[config.mk]
export PLATFORM = sky130hd
export DESIGN_NAME = spi_stat_irq
export DESIGN_NICKNAME = d
export VERILOG_FILES = /design/src/rtl/spi_stat_irq.sv
export SDC_FILE = /design/constraint.sdc
export NUM_CORES = 1
export LEC_CHECK = 0
export BUFFER_PORTS_ARGS = -buffer_cell sky130_fd_sc_hd__buf_4
export CAP_MARGIN = 10
export CORE_ASPECT_RATIO = 0.9
export CORE_MARGIN = 3
export CORE_UTILIZATION = 51
export CTS_CLUSTER_SIZE = 24
export DETAILED_ROUTE_END_ITERATION = 10
export HOLD_SLACK_MARGIN = 0.1
export PLACE_DENSITY = 0.81
export SETUP_SLACK_MARGIN = 0.4
export SYNTH_ARGS = -nofsm -noshare
export SYNTH_HDL_FRONTEND = slang
export SYNTH_SLANG_ARGS = --single-unit
[constraint.sdc]
create_clock -name clk -period 4.3 [get_ports clk]
set_clock_uncertainty 0.05 [all_clocks]
set_input_delay 0.645 -clock clk [delete_from_list [all_inputs] [get_ports clk]]
set_output_delay 0.645 -clock clk [all_outputs]
set_load 0.1 [all_outputs]
[src/rtl/spi_stat_irq.sv]
module spi_stat_irq #(
  parameter int DW = 16
) (
  input  logic          clk,
  input  logic          rst_n,
  input  logic [1:0]    bus_addr,
  input  logic          bus_wr,
  input  logic          bus_rd,
  input  logic [DW-1:0] bus_wdata,
  output logic [DW-1:0] bus_rdata,
  output logic [DW-1:0] ctrl_word,
  output logic [DW-1:0] tx_word,
  input  logic          ev_load,
  input  logic          ev_rx,
  input  logic [DW-1:0] rx_word,
  input  logic          ev_crc_err,
  input  logic          ev_mode_fault,
  input  logic          ev_frame_err,
  input  logic          ev_underrun,
  input  logic          eng_busy,
  input  logic          eng_side,
  output logic          irq,
  output logic          dma_tx_req,
  output logic          dma_rx_req
);
  localparam logic [1:0] A_CTL1 = 2'd0, A_CTL2 = 2'd1, A_STAT = 2'd2, A_DATA = 2'd3;
  localparam int SW = 9;
  localparam int CW = 5;
  localparam int CRC_BIT = 3;

  logic wr_c1, wr_c2, wr_st, wr_dat, rd_st, rd_dat;
  assign wr_c1  = bus_wr && bus_addr == A_CTL1;
  assign wr_c2  = bus_wr && bus_addr == A_CTL2;
  assign wr_st  = bus_wr && bus_addr == A_STAT;
  assign wr_dat = bus_wr && bus_addr == A_DATA;
  assign rd_st  = bus_rd && bus_addr == A_STAT;
  assign rd_dat = bus_rd && bus_addr == A_DATA;

  logic [DW-1:0] ctl1_q, tx_q, rx_q;
  logic [CW-1:0] ctl2_q;
  logic txe_q, rxne_q, crc_q, modf_q, ovr_q, fre_q, udr_q;
  logic ovr_arm, modf_arm;

  logic ovr_set, ovr_clr, modf_clr, crc_clr;
  assign ovr_set  = ev_rx && rxne_q;
  assign ovr_clr  = rd_st && ovr_arm;
  assign modf_clr = wr_c1 && modf_arm;
  assign crc_clr  = wr_st && !bus_wdata[CRC_BIT];

  always_ff @(posedge clk or negedge rst_n) begin
    if (!rst_n) begin
      ctl1_q   <= '0;
      ctl2_q   <= '0;
      tx_q     <= '0;
      rx_q     <= '0;
      txe_q    <= 1'b1;
      rxne_q   <= 1'b0;
      crc_q    <= 1'b0;
      modf_q   <= 1'b0;
      ovr_q    <= 1'b0;
      fre_q    <= 1'b0;
      udr_q    <= 1'b0;
      ovr_arm  <= 1'b0;
      modf_arm <= 1'b0;
    end else begin
      if (wr_c1) ctl1_q <= bus_wdata;
      if (wr_c2) ctl2_q <= bus_wdata[CW-1:0];
      if (wr_dat) tx_q <= bus_wdata;
      if (ev_rx && !rxne_q) rx_q <= rx_word;

      txe_q  <= ev_load ? 1'b1 : (wr_dat ? 1'b0 : txe_q);
      rxne_q <= ev_rx ? 1'b1 : (rd_dat ? 1'b0 : rxne_q);

      crc_q  <= ev_crc_err    ? 1'b1 : (crc_clr  ? 1'b0 : crc_q);
      modf_q <= ev_mode_fault ? 1'b1 : (modf_clr ? 1'b0 : modf_q);
      ovr_q  <= ovr_set       ? 1'b1 : (ovr_clr  ? 1'b0 : ovr_q);
      fre_q  <= ev_frame_err  ? 1'b1 : (rd_st    ? 1'b0 : fre_q);
      udr_q  <= ev_underrun   ? 1'b1 : (rd_st    ? 1'b0 : udr_q);

      ovr_arm  <= (ovr_q && !ovr_clr)   ? (ovr_arm || rd_dat) : 1'b0;
      modf_arm <= (modf_q && !modf_clr) ? (modf_arm || rd_st || wr_st) : 1'b0;
    end
  end

  logic [SW-1:0] stat;
  assign stat = {eng_side, udr_q, fre_q, ovr_q, modf_q, crc_q, eng_busy, rxne_q, txe_q};

  always_comb begin
    bus_rdata = '0;
    if (bus_rd) begin
      case (bus_addr)
        A_CTL1:  bus_rdata = ctl1_q;
        A_CTL2:  bus_rdata[CW-1:0] = ctl2_q;
        A_STAT:  bus_rdata[SW-1:0] = stat;
        default: bus_rdata = rx_q;
      endcase
    end
  end

  logic ie_txe, ie_rxne, ie_err, den_tx, den_rx, any_err;
  assign {den_rx, den_tx, ie_err, ie_rxne, ie_txe} = ctl2_q;
  assign any_err    = crc_q | modf_q | ovr_q | fre_q | udr_q;
  assign irq        = (txe_q & ie_txe) | (rxne_q & ie_rxne) | (any_err & ie_err);
  assign dma_tx_req = txe_q & den_tx;
  assign dma_rx_req = rxne_q & den_rx;
  assign ctrl_word  = ctl1_q;
  assign tx_word    = tx_q;


  ovr_hold_chk: assert property (@(posedge clk) disable iff (!rst_n)
    (ovr_q && !ovr_arm) |=> ovr_q);

  modf_hold_chk: assert property (@(posedge clk) disable iff (!rst_n)
    (modf_q && !modf_arm) |=> modf_q);

  udr_clear_chk: assert property (@(posedge clk) disable iff (!rst_n)
    (udr_q && rd_st && !ev_underrun) |=> !udr_q);

  crc_keep_chk: assert property (@(posedge clk) disable iff (!rst_n)
    (crc_q && !(bus_wr && bus_addr == A_STAT)) |=> crc_q);

  rx_keep_chk: assert property (@(posedge clk) disable iff (!rst_n)
    (ev_rx && rxne_q) |=> ($stable(rx_q) && ovr_q));

  crc_prio_chk: assert property (@(posedge clk) disable iff (!rst_n)
    ev_crc_err |=> crc_q);

  txe_set_chk: assert property (@(posedge clk) disable iff (!rst_n)
    ev_load |=> txe_q);

  irq_off_chk: assert property (@(posedge clk) disable iff (!rst_n)
    (ctl2_q[2:0] == 3'b000) |-> !irq);

  dma_rx_chk: assert property (@(posedge clk) disable iff (!rst_n)
    dma_rx_req |-> rxne_q);
endmodule

Yosys cells after proc, flatten, opt, wreduce, memory -nomap -nowiden
Cells that the tools add are included.
{"block": "classes", "n_eq_ne": 3, "mux": 19, "bitwise_logic": 11, "reduce_logical": 29}
{"cell": "16-bit two-way mux", "n": 1}
{"cell": "1-bit two-way mux", "n": 15}
{"cell": "5-bit one-hot mux with 3 select lines", "n": 1}
{"cell": "7-bit one-hot mux with 2 select lines", "n": 1}
{"cell": "2-bit nonzero test", "n": 7}
{"cell": "1-bit logical AND", "n": 13}
{"cell": "4-bit one-hot mux with 3 select lines", "n": 1}
{"cell": "1-bit bitwise OR", "n": 6}
{"cell": "1-bit AND", "n": 5}
{"cell": "2-bit == test (second input constant)", "n": 2}
{"cell": "1-bit logical NOT", "n": 4}
{"cell": "1-bit logical OR", "n": 3}
{"cell": "2-bit by 1-bit == test with 1-bit output (second input constant)", "n": 1}
{"cell": "2-bit logical NOT", "n": 1}
{"cell": "2-bit OR reduction", "n": 1}
{"block": "totals", "ff_bits": 62, "elab_cells": 75}

Depth between registers and ports, before layout
Gate-level depths: netlist of run 1.
{"block": "depth", "word_depth": 6, "ltp_mapped": 6, "depth_no_buf": 3}

Worst setup path after synthesis of run 1
OpenSTA, ideal clock, no wires.
{"block": "synth_path", "path_type": "register to output", "startpoint": "reg ctl1_q[5], in the netlist ctrl_word[5]", "endpoint": "out bus_rdata[5]", "arrival_ns": 2.663, "required_ns": 3.605, "setup_slack_ns": 0.942, "path_stages_with_launch": 4, "path_buffers": 0, "path_cell_list": "dfrtp_1 nor2b_1 o21ai_0 a21oi_1"}
{"block": "synth_via", "elab_chain_len": 2}
{"item": "start: declaration", "line": "39", "rtl": "logic [DW-1:0] ctl1_q, tx_q, rx_q;"}
{"item": "start signal: assignment", "line": "66", "rtl": "if (wr_c1) ctl1_q <= bus_wdata;"}
{"item": "4-bit one-hot mux with 3 select lines", "line": "91", "rtl": "case (bus_addr)"}
{"item": "16-bit two-way mux", "line": "90", "rtl": "if (bus_rd) begin"}
{"item": "end: declaration", "line": "10", "rtl": "output logic [DW-1:0] bus_rdata,"}
No other way between the ends.

Worst setup path after layout of run 1
{"block": "layout_path", "startpoint": "in bus_addr[0]", "endpoint": "out bus_rdata[11]"}
{"block": "layout_via", "elab_chain_len": 4, "word_cells_on_any_way": 6, "cone_classes": "eq/ne (2); mux (2); reduce/logical (2)"}
{"item": "start: declaration", "line": "6", "rtl": "input logic [1:0] bus_addr,"}
{"item": "2-bit by 1-bit == test with 1-bit output or 2-bit == test (tied branches)", "line": "91"}
{"item": "2-bit OR reduction (no line)"}
{"item": "7-bit one-hot mux with 2 select lines (*)", "line": "91"}
{"item": "16-bit two-way mux (*)", "line": "90"}
Mark *: on every way between the ends. The rest lies on a longest branch, timed or not.

==> flow_metrics.py, run 1 <==
metrics = {
    "status": {
        "status": "complete, no violations",
    },
    "placement": {
        "place_inst": 355,
        "post-dp-hpwl_mm": 4.80,
        "gp_congestion": 0.821,
        "io_buffers": 96,
    },
    "synth": {
        "synth_cell_type_count": 28,
        "yosys.area.top_type": "dfrtp_1",
        "yosys_warnings": 0,
        "synth_area_leaders": "dfrtp_1 55%, mux2_2 22%, mux2i_1 5.1%, nor2b_1 2.9%, a22oi_1 2.2%",
        "syn_nets": 250,
        "yosysTopAreaCellShare_pct": 55.1,
        "synthMostInstantiatedCell": "dfrtp_1",
        "synth_commonest_cells": "61 x dfrtp_1, 53 x mux2_2, 14 x mux2i_1",
        "synth_edf_count": 0,
        "synth.avg_cell_area_um2": 13.6,
        "synth_seq_area_share_pct": 56.1,
        "synth-seq-cells": 62,
        "synth_ff_type": "dfrtp_1",
        "synthCells": 204,
        "syn_area_um2": 2770,
        "synthArstFlopShare_pct": 100,
    },
    "timing": {
        "finalHoldViolations": 0,
        "min_period_over_period_pct": 62.6,
        "fmax_mhz": 371,
        "slew_viol_final": 0,
        "finalSetupViolCount": 0,
        "tightest_slew_ps": 885,
        "rsz0062_at_grt": "false",
        "slew_headroom_pct": 40.9,
        "timing.setup.tns_ps": 0,
        "fin_crit_ps": 2690,
    },
    "global_routing": {
        "grt_max_degree": 63,
        "antenna_found_initial": 0,
        "grt_pass1_vias": 1980,
        "grt_usage_pct": 22.1,
        "overflow": 0,
        "grt_pass1_wl_mm": 10.9,
    },
    "clock_tree": {
        "clk_path_buf_depth": 2,
        "numCtsBuffers": 9,
        "htreeDepth": 3,
        "cts_setup_buffers": 0,
        "holdBufCountCts": 0,
        "clock-sinks": 62,
        "root_buffer": "clkbuf_8",
        "clkSlewWorstSetupHoldPaths_ps": 70,
        "clkLatencyLatePin_ps": 340,
        "cts_resized": 0,
        "cts_tree": "built",
    },
    "worst_setup_path": {
        "crit_path_end_kind": "output pin",
        "worstSetupPathType": "in2out",
        "r2r_slack_ps": 2710,
        "rr_worst_depth": 3,
        "cp.required_ps": 3610,
        "crit_arrival_ps": 2000,
        "cp-startpoint": "bus_addr[0]",
        "r2r-start": "rxne_q",
        "r2r-end": "rx_q[8]",
        "cp_max_fo": 27,
        "start_kind": "input pin",
    },
    "floorplanning": {
        "die_h_um": 75.9,
        "fp.coreArea_um2": 5040,
        "die_w_um": 83.7,
        "dieArea_um2": 6350,
        "initial_utilization_pct": 54.9,
        "ios": 97,
        "rows": 24,
    },
    "routing": {
        "routed_wl_mm": 6.78,
        "drtPass1Iterations": 4,
        "wl_per_cell_um": 18.3,
        "drt_iter0_drc": 91,
        "num_vias": 1999,
        "ant_nets": 0,
        "drc_errors": 0,
        "vias_per_cell": 5.40,
    },
    "flow_run": {
        "cap_violations": 0,
    },
    "final_layout": {
        "area.growth.synth_to_final_pct": 34.5,
        "fin_cells": 370,
        "nNetsFinal": 347,
        "drive_gt1_share_pct": 55.4,
        "diodes": 0,
    },
    "power_and_ir_drop": {
        "peakVddDrop_mv": 0.367,
        "p_leak_nw": 1.72,
        "pwr_density_cell_nw_per_um2": 606,
    },
    "hold_path": {
        "min-delay-path-class": "in2async",
    },
}
state kept, by name (all words and copies together), names as in the netlist:
signal,cells
fre_q,1
crc_q,1
ovr_arm,1
udr_q,1
rx_q,16
ctl2_q,5
modf_q,1
txe_q,1
rxne_q,1
modf_arm,1
ctrl_word,16
tx_word,16
ovr_q,1
area by class of cell:
class                   count  area (µm²)
flip-flops and latches     62        1550
fillers                   363        1320
multi-input cells         130        1150
repair buffers             97         728
clock buffers              12         165
well taps                  65        81.3
clock inverters             3        42.5
inverters                   1        3.75
how the worst max path moves through the flow:
stage	end	depth (start not counted)
floorplan	bus_rdata[5]	3
global placement	bus_rdata[15]	5
detailed placement	bus_rdata[11]	5
CTS	bus_rdata[11]	5
global route	bus_rdata[10]	5
finish	bus_rdata[11]	5
metal layers:
metal	wire length [µm]	GRT usage, %	part of all wire, %	vias up
li1	-	-	-	936
met1	3040	28.6	45	1001
met2	3280	35.0	48	54
met3	399	8.13	5.9	8
met4	64	6.27	0.94	0
met5	0	0	0	-
placed cells by master, fill, tap and decap left out:
master / Yosys / layout
a21boi_0: 2 / 2
a21o_1: 6 / 6
a21oi_1: 4 / 4
a22o_1: 1 / 1
a22oi_1: 8 / 8
and2_1: 3 / 3
buf_4: 4 / 97
bufinv_16: 0 / 1
clkbuf_8: 0 / 12
clkinv_2: 0 / 1
clkinvlp_4: 0 / 1
dfrtp_1: 61 / 61
dfstp_2: 1 / 1
inv_1: 1 / 1
mux2_2: 53 / 53
mux2i_1: 14 / 14
nand2_1: 4 / 4
nand2_4: 1 / 1
nand2b_1: 1 / 1
nand3_1: 1 / 1
nand3b_1: 2 / 2
nand4b_1: 1 / 1
nor2_1: 1 / 1
nor2b_1: 13 / 13
nor3b_4: 1 / 1
o21ai_0: 7 / 7
o22ai_1: 5 / 5
or2_2: 1 / 1
or4_1: 1 / 1
critical path, stage by stage:
cell     delay, ps
buf_4          230
nor2_1         490
a22oi_1        190
nor2b_1        140
buf_4          300
per-stage QoR:
step / worst slack [ps] / total power [mW] / utilization (%) / hold WS (ps) / area (µm²)
floorplan: 942 / 1.51 / - / 299 / 2770
global placement: 1680 / 1.73 / 69.7 / 428 / 3520
detailed placement: 1610 / 1.74 / 69.7 / 432 / 3520
CTS: 1620 / 2.27 / 73.8 / 355 / 3720
global route: 1530 / 2.34 / 73.8 / 380 / 3720
finish: 1610 / 2.26 / 73.8 / 330 / 3720
kinds of logic after synthesis:
group                  synth area share, %
AOI/OAI and AO/OA                     7.77
DFF                                   56.1
muxes                                 26.6
and+or+nand+nor                       7.14
buffers and inverters                 2.39
report_power, final:
group          internal [mW]  switching [mW]
Combinational          0.242           0.710
Clock                  0.311           0.219
Sequential             0.699          0.0787
(Power assumes the default switching activity.)
==> run 2: changes to the inputs <==
- ABC_AREA: unset -> 1
- CORE_UTILIZATION: 51 -> 45
- PLACE_DENSITY: 0.81 -> 0.75
- clock period: 4.3 -> 2.2 ns (I/O delays scaled with it)
==> flow_metrics.py, run 2 <==
metrics = {
    "synth": {
        "syn_area_um2": 2930,
        "synth_seq_area_share_pct": 53.0,
        "synth_cell_type_count": 21,
        "synth_area_leaders": "dfrtp_1 52%, nand2_1 16%, nand3_1 6.2%, o21ai_2 5.1%, inv_1 4.7%",
        "synth.avg_cell_area_um2": 8.39,
        "yosys.area.top_type": "dfrtp_1",
        "synthMostInstantiatedCell": "nand2_1",
        "yosysTopAreaCellShare_pct": 52.1,
        "syn_nets": 395,
        "synthArstFlopShare_pct": 100,
        "yosys_warnings": 0,
        "synth_commonest_cells": "127 x nand2_1, 61 x dfrtp_1, 37 x inv_1",
        "synthCells": 349,
        "synth-seq-cells": 62,
        "synth_ff_type": "dfrtp_1",
        "synth_edf_count": 0,
    },
    "global_routing": {
        "antenna_found_initial": 0,
        "grt_usage_pct": 21.3,
        "grt_pass1_wl_mm": 12.6,
        "grt_pass1_vias": 2649,
        "overflow": 0,
        "grt_max_degree": 63,
    },
    "status": {
        "status": "complete, no violations",
    },
    "timing": {
        "slew_viol_final": 0,
        "fmax_mhz": 565,
        "tightest_slew_ps": 764,
        "fin_crit_ps": 1770,
        "finalSetupViolCount": 0,
        "min_period_over_period_pct": 80.5,
        "rsz0062_at_grt": "true",
        "slew_headroom_pct": 49.1,
        "hold_slack_ps": 144,
        "finalHoldViolations": 0,
        "timing.setup.tns_ps": 0,
    },
    "floorplanning": {
        "die_w_um": 91.0,
        "rows": 27,
        "ios": 97,
        "fp.coreArea_um2": 6220,
        "die_h_um": 82.5,
        "initial_utilization_pct": 47.1,
        "dieArea_um2": 7510,
    },
    "final_layout": {
        "postLayoutCellArea_um2": 4090,
        "drive_gt1_share_pct": 40.3,
        "area.growth.synth_to_final_pct": 39.6,
        "nNetsFinal": 495,
        "fin_util_pct": 65.8,
        "nFillCells": 566,
        "layout_common_cells": "116 x nand2_1, 81 x buf_4, 45 x dfrtp_1, 32 x nand3_1, 30 x inv_1",
        "diodes": 0,
        "regArea_um2": 1570,
        "multi_input_area_um2": 1180,
        "final_common_cell": "nand2_1",
    },
    "worst_setup_path": {
        "endpoint": "dma_tx_req",
        "r2r-start": "rxne_q",
        "path_buf_inv": 3,
        "cp_slowest_cell": "dfstp_2",
        "start_kind": "flop",
        "cp-startpoint": "txe_q",
        "cp.depth": 4,
        "critPathTopFamily": "flip-flops",
        "critPathMostFrequentCell": "buf_4",
        "crit_arrival_ps": 1390,
        "worstSetupPathType": "reg2out",
        "cp_max_fo": 3,
        "cp.required_ps": 1820,
        "r2r-end": "rx_q[1]",
        "crit_chain": "buf_4 > nand2_1 > inv_1 > buf_4",
        "rr_worst_depth": 4,
        "crit_path_end_kind": "output pin",
        "max_stage_delay_ps": 570,
        "r2r_slack_ps": 700,
    },
    "clock_tree": {
        "root_buffer": "clkbuf_8",
        "numCtsBuffers": 9,
        "clock-sinks": 62,
        "clkSlewWorstSetupHoldPaths_ps": 70,
        "clk_path_buf_depth": 2,
        "htreeDepth": 3,
        "cts_tree": "built",
        "clkLatencyLatePin_ps": 330,
    },
    "power_and_ir_drop": {
        "total_power_mw": 4.09,
        "p_leak_nw": 2.14,
        "pwr_density_cell_nw_per_um2": 1000,
        "peakVddDrop_mv": 0.761,
    },
    "placement": {
        "placed_area_um2": 3730,
        "post-dp-hpwl_mm": 5.39,
        "gp_congestion": 0.965,
        "io_buffers": 96,
    },
    "routing": {
        "drt_iter0_drc": 162,
        "drtPass1Iterations": 4,
        "ant_nets": 0,
        "routed_wl_mm": 7.47,
        "vias_per_cell": 4.88,
        "num_vias": 2642,
        "drc_errors": 0,
        "wl_per_cell_um": 13.8,
    },
    "flow_run": {
        "cap_violations": 0,
    },
    "hold_path": {
        "min-delay-path-class": "in2reg",
    },
}
-- run 2: per-layer routing --
layer	GRT usage, %	vias to the layer above	routed length, µm
met5	0	-	0
li1	-	1298	-
met3	5.89	4	490
met1	26.9	1253	3220
met2	36.0	87	3730
met4	6.63	0	33
-- run 2: kinds of logic after synthesis --
kind of cell | count (synthesis) | share of synthesized area (%)
flops | 62 | 53.0
simple gates | 186 | 27.9
compound gates | 48 | 10.7
buf+inv | 53 | 8.41
-- run 2: repair_timing --
item                                   in CTS  in global routing
setup buffers                               1                  4
cloned                                      0                  0
endpoints found under the hold margin      61                  0
setup endpoints to repair                  12                 17
pin swaps                                   1                  4
hold buffers                                1                  0
resized for setup                           7                 29
-- run 2: report_power, final --
| part | internal [mW] | leakage (nW) | switching, mW |
|---|---|---|---|
| combinational | 0.397 | 1.32 | 1.29 |
| clock | 0.468 | 0.0913 | 0.443 |
| sequential | 1.35 | 0.733 | 0.148 |
| total | 2.21 | 2.14 | 1.88 |
-- run 2: worst min-delay path by stage --
stage | from | end | cells past startpoint
global placement | rst_n | tx_word[0] | 1
CTS | ev_load | txe_q | 2
global route | ev_load | txe_q | 2
floorplan | rst_n | crc_q | 0
finish | ev_load | txe_q | 2
detailed placement | rst_n | tx_word[0] | 1
-- run 2: area by class of cell --
cell class                 count  share of cell area, %
clock buffer                  11                   3.70
tap                           87                   2.66
inverter                      40                   4.28
sequential                    62                   38.5
multi-input combinational    234                   28.8
clock inverter                 5                  0.826
timing repair buffer         102                   21.3
-- run 2: through the flow --
step / setup slack, ps / instances
3_5_place_dp: 381 / 519
6_report: 429 / 541
3_3_place_gp: 409 / 519
5_1_grt: 358 / 541
2_1_floorplan: 338 / 349
4_1_cts: 372 / 537
==> run 3: changes to the inputs <==
- CORE_UTILIZATION: 45 -> 50
- PLACE_DENSITY: 0.75 -> 0.79
- clock period: 2.2 -> 1.9 ns (I/O delays scaled with it)
==> flow_metrics.py, run 3 (same netlist as run 2, synthesis figures left out) <==
metrics = {
    "status": {
        "status": "complete, no violations",
    },
    "floorplanning": {
        "dieArea_um2": 6810,
        "rows": 25,
        "fp.coreArea_um2": 5440,
        "ios": 97,
        "die_w_um": 86.7,
        "initial_utilization_pct": 53.8,
        "die_h_um": 78.6,
    },
    "global_routing": {
        "grt_pass1_wl_mm": 15.2,
        "grt_max_degree": 34,
        "grt_usage_pct": 29.3,
        "overflow": 0,
        "grt_pass1_vias": 3035,
        "antenna_found_initial": 0,
    },
    "worst_setup_path": {
        "crit_arrival_ps": 1490,
        "critPathTopFamily": "flip-flops",
        "rr_worst_depth": 4,
        "start_kind": "flop",
        "r2r-start": "rxne_q",
        "max_stage_delay_ps": 430,
        "crit_path_end_kind": "output pin",
        "cp_slowest_cell": "dfrtp_1",
        "path_buf_inv": 2,
        "cp.required_ps": 1560,
        "crit_chain": "o21ai_2 > nand3_2 > nand2_2 > clkinvlp_4 > buf_8",
        "r2r-end": "rx_q[1]",
        "cp-startpoint": "ctl2_q[2]",
        "worstSetupPathType": "reg2out",
        "cp_max_fo": 3,
        "r2r_slack_ps": 450,
    },
    "final_layout": {
        "diodes": 0,
        "fin_util_pct": 91.8,
        "drive_gt1_share_pct": 52.9,
        "area.growth.synth_to_final_pct": 70.6,
        "layout_common_cells": "84 x nand2_1, 81 x buf_4, 44 x dfrtp_1, 26 x inv_1",
        "nNetsFinal": 523,
        "final_common_cell": "nand2_1",
    },
    "routing": {
        "routed_wl_mm": 12.0,
        "ant_nets": 0,
        "num_vias": 3256,
        "wl_per_cell_um": 21.9,
        "vias_per_cell": 5.93,
        "drt_iter0_drc": 446,
        "drc_errors": 0,
        "drtPass1Iterations": 5,
    },
    "timing": {
        "slew_headroom_pct": 70.3,
        "finalSetupViolCount": 0,
        "fmax_mhz": 547,
        "fin_crit_ps": 1830,
        "tightest_slew_ps": 445,
        "slew_viol_final": 0,
        "finalHoldViolations": 0,
        "rsz0062_at_grt": "true",
        "min_period_over_period_pct": 96.3,
        "timing.setup.tns_ps": 0,
    },
    "hold_path": {
        "hold-path-cell-count": 3,
        "min-delay-path-class": "in2reg",
        "min_to": "rx_q[14]",
        "min_from": "rx_word[14]",
    },
    "flow_run": {
        "cap_violations": 0,
    },
    "clock_tree": {
        "root_buffer": "clkbuf_8",
        "cts_tree": "built",
        "htreeDepth": 3,
        "clk_path_buf_depth": 2,
        "clkSlewWorstSetupHoldPaths_ps": 80,
        "clock-sinks": 62,
        "clkLatencyLatePin_ps": 340,
        "numCtsBuffers": 9,
    },
    "placement": {
        "post-dp-hpwl_mm": 5.37,
        "io_buffers": 96,
        "gp_congestion": 0.843,
    },
    "power_and_ir_drop": {
        "pwr_density_cell_nw_per_um2": 1140,
        "total_power_mw": 5.67,
        "peakVddDrop_mv": 0.871,
        "p_leak_nw": 2.56,
    },
}
## run 3: changes by cell type in the layout (fill, tap and decap cells not counted), sizes merged
| cell | change |
|---|---|
| buf | +23 |
| dlygate4sd3 | +5 |
| bufinv | +3 |
| inv | -1 |
| clkinvlp | +1 |
| clkinv | -3 |
## run 3: area by class of cell
cell class / instances / area, µm²
clock buffer: 11 / 151
fill: 192 / 447
sequential: 62 / 1590
multi-input combinational: 234 / 1430
tap: 67 / 83.8
clock inverter: 5 / 105
timing repair buffer: 130 / 1450
inverter: 40 / 186
## run 3: worst min-delay path: cells and delay by family
| family | cells | cell delay [ps] |
|---|---|---|
| buf+inv | 1 | 80 |
| simple gates | 2 | 120 |
## run 3: worst max-delay path by stage
stage                               to  cells past startpoint
final                     bus_rdata[2]                      5
after global routing      bus_rdata[0]                      5
after CTS                 bus_rdata[2]                      5
after global placement    bus_rdata[5]                      5
after detailed placement  bus_rdata[5]                      5
after floorplan           bus_rdata[3]                      4
## run 3: routing by layer
metal,share of wire [%],track usage [%],vias to the layer above
met4,5.4,12.6,0
met5,0,0,-
met1,34,34.6,1565
met2,51,49.8,253
met3,8.8,7.97,74
li1,-,-,1364
## run 3: what timing repair did
item                                    CTS  global route
endpoints found under the hold margin    34             0
gates cloned                              1             1
hold buffers                              6             0
pin swaps                                10            15
endpoints found under the setup margin   35            27
setup buffers                            14            11
gates resized for setup                 107            62
## run 3: per-stage QoR
step | hold WS (ps) | cell area (µm²) | setup slack [ps] | std cells
6_report | 128 | 5000 | 70.3 | 549
5_1_grt | 142 | 5000 | -20.5 | 549
4_1_cts | 120 | 4640 | 187 | 537
3_5_place_dp | 197 | 3800 | 140 | 500
3_3_place_gp | 199 | 3800 | 161 | 500
2_1_floorplan | -60.6 | 3080 | 283 | 349
## run 3: where the power goes
part | leakage (nW) | total, mW | internal, mW | switching [mW]
registers | 0.732 | 1.80 | 1.57 | 0.226
clock network | 0.122 | 1.50 | 0.943 | 0.561
logic | 1.71 | 2.37 | 0.689 | 1.68
total | 2.56 | 5.67 | 3.21 | 2.47
